===== src/rtl/xcvr_pkg.sv =====
package xcvr_pkg;

  typedef enum logic [1:0] {
    DRV_NONE = 2'd0,
    DRV_A    = 2'd1,
    DRV_B    = 2'd2
  } drv_e;

  // Which port a lane drives, given reset, enable and direction.
  function automatic drv_e drive_of(input logic rst_n, input logic en_n,
                                    input logic dir);
    if (!rst_n || en_n) return DRV_NONE;
    return dir ? DRV_B : DRV_A;
  endfunction

endpackage


===== src/rtl/xcvr_rise.sv =====
module xcvr_rise (
  input  logic clk,
  input  logic rst_n,
  input  logic lvl,
  output logic rise
);
  logic prev_q;

  always_ff @(posedge clk or negedge rst_n) begin
    if (!rst_n) prev_q <= 1'b0;
    else        prev_q <= lvl;
  end

  assign rise = lvl && !prev_q;


  held_no_rise_chk: assert property (@(posedge clk) disable iff (!rst_n)
    (lvl && $past(lvl)) |-> !rise);
endmodule


===== src/rtl/xcvr_store.sv =====
module xcvr_store #(
  parameter int W = 8
) (
  input  logic         clk,
  input  logic         rst_n,
  input  logic         load,
  input  logic [W-1:0] d,
  output logic [W-1:0] q
);
  always_ff @(posedge clk or negedge rst_n) begin
    if (!rst_n)    q <= '0;
    else if (load) q <= d;
  end


  load_takes_chk: assert property (@(posedge clk) disable iff (!rst_n)
    load |=> (q == $past(d)));


  hold_value_chk: assert property (@(posedge clk) disable iff (!rst_n)
    !load |=> $stable(q));
endmodule


===== src/rtl/xcvr_lane.sv =====
module xcvr_lane
  import xcvr_pkg::*;
#(
  parameter int W = 8
) (
  input  logic         clk,
  input  logic         rst_n,
  input  logic         en_n,
  input  logic         dir,
  input  logic         sel_ab,
  input  logic         sel_ba,
  input  logic         ab_stb,
  input  logic         ba_stb,
  input  logic [W-1:0] a_in,
  input  logic [W-1:0] b_in,
  output logic [W-1:0] a_out,
  output logic [W-1:0] a_oe,
  output logic [W-1:0] b_out,
  output logic [W-1:0] b_oe
);
  // Source mux for a driven port; zero when the port is not driven.
  function automatic logic [W-1:0] route(input logic drv, input logic use_reg,
                                         input logic [W-1:0] live,
                                         input logic [W-1:0] stored);
    if (!drv) return '0;
    return use_reg ? stored : live;
  endfunction

  logic         cap_ab, cap_ba;
  logic [W-1:0] q_ab, q_ba;
  drv_e         drv;
  logic         a_drv, b_drv;

  xcvr_rise u_rise_ab (.clk(clk), .rst_n(rst_n), .lvl(ab_stb), .rise(cap_ab));
  xcvr_rise u_rise_ba (.clk(clk), .rst_n(rst_n), .lvl(ba_stb), .rise(cap_ba));

  xcvr_store #(.W(W)) u_reg_ab (.clk(clk), .rst_n(rst_n), .load(cap_ab),
                                .d(a_in), .q(q_ab));
  xcvr_store #(.W(W)) u_reg_ba (.clk(clk), .rst_n(rst_n), .load(cap_ba),
                                .d(b_in), .q(q_ba));

  assign drv   = drive_of(rst_n, en_n, dir);
  assign a_drv = (drv == DRV_A);
  assign b_drv = (drv == DRV_B);

  assign a_oe  = {W{a_drv}};
  assign b_oe  = {W{b_drv}};
  assign a_out = route(a_drv, sel_ba, b_in, q_ba);
  assign b_out = route(b_drv, sel_ab, a_in, q_ab);


  one_port_chk: assert property (@(posedge clk) disable iff (!rst_n)
    !((|a_oe) && (|b_oe)));


  isolate_chk: assert property (@(posedge clk) disable iff (!rst_n)
    en_n |-> (a_oe == '0 && b_oe == '0 && a_out == '0 && b_out == '0));


  reset_quiet_chk: assert property (@(posedge clk)
    !rst_n |-> (a_oe == '0 && b_oe == '0));


  a_stored_chk: assert property (@(posedge clk) disable iff (!rst_n)
    (!en_n && !dir && sel_ba) |-> (a_out == q_ba));


  b_stored_chk: assert property (@(posedge clk) disable iff (!rst_n)
    (!en_n && dir && sel_ab) |-> (b_out == q_ab));


  cap_any_mode_chk: assert property (@(posedge clk) disable iff (!rst_n)
    (en_n && cap_ab) |=> (q_ab == $past(a_in)));
endmodule


===== src/rtl/dual_reg_xcvr.sv =====
module dual_reg_xcvr #(
  parameter int LANE_W = 8,
  parameter int LANES  = 2
) (
  input  logic                    clk,
  input  logic                    rst_n,
  input  logic [LANES-1:0]        en_n,
  input  logic [LANES-1:0]        dir,
  input  logic [LANES-1:0]        sel_ab,
  input  logic [LANES-1:0]        sel_ba,
  input  logic [LANES-1:0]        ab_stb,
  input  logic [LANES-1:0]        ba_stb,
  input  logic [LANES*LANE_W-1:0] a_in,
  input  logic [LANES*LANE_W-1:0] b_in,
  output logic [LANES*LANE_W-1:0] a_out,
  output logic [LANES*LANE_W-1:0] a_oe,
  output logic [LANES*LANE_W-1:0] b_out,
  output logic [LANES*LANE_W-1:0] b_oe
);
  localparam int BUS_W = LANES * LANE_W;

  for (genvar k = 0; k < LANES; k++) begin : g_lane
    xcvr_lane #(.W(LANE_W)) u_lane (
      .clk    (clk),
      .rst_n  (rst_n),
      .en_n   (en_n[k]),
      .dir    (dir[k]),
      .sel_ab (sel_ab[k]),
      .sel_ba (sel_ba[k]),
      .ab_stb (ab_stb[k]),
      .ba_stb (ba_stb[k]),
      .a_in   (a_in[k*LANE_W +: LANE_W]),
      .b_in   (b_in[k*LANE_W +: LANE_W]),
      .a_out  (a_out[k*LANE_W +: LANE_W]),
      .a_oe   (a_oe[k*LANE_W +: LANE_W]),
      .b_out  (b_out[k*LANE_W +: LANE_W]),
      .b_oe   (b_oe[k*LANE_W +: LANE_W])
    );
  end


  bus_one_side_chk: assert property (@(posedge clk) disable iff (!rst_n)
    ((a_oe & b_oe) == {BUS_W{1'b0}}));
endmodule


===== config.mk =====
export PLATFORM = sky130hd
export DESIGN_NAME = dual_reg_xcvr
export DESIGN_NICKNAME = d
export VERILOG_FILES = /design/src/rtl/xcvr_pkg.sv /design/src/rtl/xcvr_rise.sv /design/src/rtl/xcvr_store.sv /design/src/rtl/xcvr_lane.sv /design/src/rtl/dual_reg_xcvr.sv
export SDC_FILE = /design/constraint.sdc
export NUM_CORES = 1
export LEC_CHECK = 0
export CORE_UTILIZATION = 31
export CTS_BUF_LIST = sky130_fd_sc_hd__clkbuf_2
export DETAILED_ROUTE_END_ITERATION = 7
export PLACE_DENSITY = 0.69
export SYNTH_ARGS = -nofsm -noshare
export SYNTH_HDL_FRONTEND = slang
export SYNTH_SLANG_ARGS = --single-unit

===== constraint.sdc =====
create_clock -name clk -period 2.9 [get_ports clk]
set_input_delay 0.29 -clock clk [delete_from_list [all_inputs] [get_ports clk]]
set_output_delay 0.29 -clock clk [all_outputs]
set_load 0.01 [all_outputs]

==> results.md <==
* Post-route setup TNS at 0 ns
* Starting DRT DRC Count at 14
* Die height at 83.6 µm
* Tcrit/Tclk final at 0.936
* Hold Vio Cnt, Final at 0
* Number of CTS-inserted buffers at 5
* Biggest cell delay along the critical path at 0.59 ns
* Crit path max-delay cell type: clkdlybuf4s50_1
* Total GRT Usage at 0.126
* Crit path kind: in -> out
* Fillers at 609
* Post-DR vias/cell at 4.51
* Uppermost routed layer: met4
* Core region area at 6390 µm²
* Largest vdd supply drop at 205 µV
* Cell-internal power at 0.000911 W
* DR DRC count at 0
* Worst R2R Setup Slack at 1.47 ns
* Routed via count at 1539
* Slew headroom at 0.543
* Critical Path AT at 2.43 ns
* Top cell type's share of synthesized area at 0.436
* Worst-Skew Late Latency at 0.38 ns
* I/O Buffers at 109
* Clock buffer depth at 2
* CTS tree: yes
* I/O pin cnt at 110
* Hold crit path type: in -> async
* Leak at 1.30 nW
* RSZ-0062 raised after global routing: no
* Area of the multi-input gates at 858 µm²
* DPL Wire Length at 3270 µm
* Vias in the first global route at 1546
* Post-route cell area at 3050 µm²
* Area contributors post-synth: dfrtp_1 (44%), mux2_2 (17%), mux2i_1 (16%)
* Seq/Total Area, Yosys at 0.436
* Seq pwr share at 0.488
* Max-cap violation count at 0
* Clock share of power at 0.257
* Synth Warn # at 0
* Sw Share at 0.258
* CP startpoint kind: primary input
* Crit path max-delay family: buffers and inverters
* Per-cell routed wire length at 12.6 µm
* M1 WL at 1940 µm
* Mapped Nets at 232
* Seq. cell area at 901 µm²
* Chip Width at 83.6 µm
* Setup Viol. Count Final at 0
* Power Density at 403 nW/µm²
* Skew final at 0.0174 ns
* Final ANT Viol Nets at 0
* Area growth syn-to-layout at 47.8%
* Switching power of the nets at 0.000317 W
* Post-CTS Setup Bufs at 0
* Largest net degree at the start of global routing at 20
* Fmax at 368 MHz
* Met3 wire len at 361 µm
* Layout cell share with drive strength beyond 1 at 0.163
* Worst-Margin Slew at 0.685 ns
* Synth area leader: dfrtp_1
* DP Area at 2970 µm²
* Required time of the critical path at 2.61 ns
* TritonRoute pass-1 iters at 4
* Cell Rows at 29
* # H-tree levels at 2
* Clock-pin transition on the worst setup and hold timing paths at 0.20 ns
* Final #Nets at 309
* Mean Syn Cell Area at 11.1 µm²
* Final Max Slew Viols at 0
* Antenna Cells at 0
* Critical-path cell list: dlygate4sd3_1, clkbuf_4, or3b_1, inv_1, clkdlybuf4s50_1
* Met2 WL at 1940 µm
* Yosys reg bits at 36
* Placer Congestion at 0.680
* PnR worst setup slack at 0.185 ns
* Initial Util at 0.323
* First-pass GRT wire length at 7220 µm
* Root Driver: clkbuf_2
* CP bufs+invs at 4
* Status: finished clean
* Max FO, Critical Path at 14
* Fin crit period at 2.72 ns
* Total Die Area at 6990 µm²
* Synthesized netlist cell count at 186
* Endpoint class of the critical path: primary output
* Overflow after GRT at 0
* Cell area after synthesis at 2060 µm²
* Sink Count at 36
* Gate power share at 0.255
* Total Routed Length at 4300 µm
* Antenna violations before repair at 0
* Netlist cell types at 11
* Setup WS pre-CTS at 0.538 ns
stage by stage:
| step | power [W] | instances | hold WS [ns] | utilization |
|---|---|---|---|---|
| finish | 0.00123 | 341 | 0.293 | 0.478 |
| global route | 0.00130 | 341 | 0.273 | 0.478 |
| floorplan | 0.000785 | 186 | -0.00559 | - |
| CTS | 0.00125 | 341 | 0.291 | 0.477 |
| detailed placement | 0.000927 | 332 | 0.222 | 0.465 |
| global placement | 0.000918 | 332 | 0.221 | 0.465 |
final cells by class:
class,count,share of cell area
sequential,36,0.295
tap,77,0.0316
clock buffer,5,0.00820
inverter,4,0.00492
multi-input combinational,104,0.281
clock inverter,3,0.0139
timing repair buffer,112,0.365
synthesized netlist by cell type:
cell	count
buf_2	10
buf_4	32
dfrtp_1	36
inv_1	4
mux2_2	32
mux2i_1	32
nand2b_1	3
nand3b_1	2
nor2_1	32
nor2b_1	1
or3b_1	2
layer usage:
layer,up-vias,global-route usage
li1,741,-
met1,717,0.165
met2,76,0.204
met3,5,0.0376
met4,0,0.0324
met5,-,0
power by group through the flow:
stage / combinational [W] / clock, W / sequential [W]
detailed placement: 0.000316 / 0 / 0.000611
CTS: 0.000318 / 0.000332 / 0.000600
global placement: 0.000311 / 0 / 0.000607
global route: 0.000342 / 0.000351 / 0.000611
finish: 0.000313 / 0.000316 / 0.000600
floorplan: 0.000183 / 0 / 0.000602
path summary, 6_finish.rpt:
path	start	end	cells past startpoint
max	rst_n	a_oe[14]	5
max reg2reg	g_lane[1].u_lane.u_rise_ba.prev_q$_DFF_PN0_	g_lane[1].u_lane.u_reg_ba.q[2]$_DFFE_PN0P_	2
min	rst_n	g_lane[0].u_lane.u_reg_ba.q[6]$_DFFE_PN0P_	2
min in group clk	ba_stb[1]	g_lane[1].u_lane.u_rise_ba.prev_q$_DFF_PN0_	1
max in group asynchronous	rst_n	g_lane[1].u_lane.u_reg_ab.q[7]$_DFFE_PN0P_	3
min reg2reg	g_lane[0].u_lane.u_reg_ba.q[0]$_DFFE_PN0P_	g_lane[0].u_lane.u_reg_ba.q[0]$_DFFE_PN0P_	1
what timing repair did:
action	4_1_cts	5_1_grt
setup endpoints to repair	0	16
hold buffers	1	0
hold endpoints to repair	8	0
gates resized for setup	0	1
placed cells by master (no fill, tap or decap), drive strengths merged:
cell and instances:
nand2b 3, clkinvlp 1, clkdlybuf4s50 108, nor2 32, dlygate4sd3 1, inv 4
or3b 2, mux2 32, bufinv 1, mux2i 32, nand3b 2, clkinv 1
nor2b 1, clkbuf 6, dfrtp 36, buf 2
kinds of logic (layout without fill, tap and decap cells):
kind of cell	after synthesis	count (layout)	share of synthesized area
buf+inv	46	124	0.148
flops	36	36	0.436
mux	64	64	0.330
simple gates	40	40	0.0861
state kept, by name, summed over array words and instances, names as in the netlist:
signal	cells
g_lane.u_lane.u_rise_ab.prev_q	2
g_lane.u_lane.u_rise_ba.prev_q	2
g_lane.u_lane.u_reg_ab.q	16
g_lane.u_lane.u_reg_ba.q	16
No activity file was read; power rests on OpenSTA's default activity.
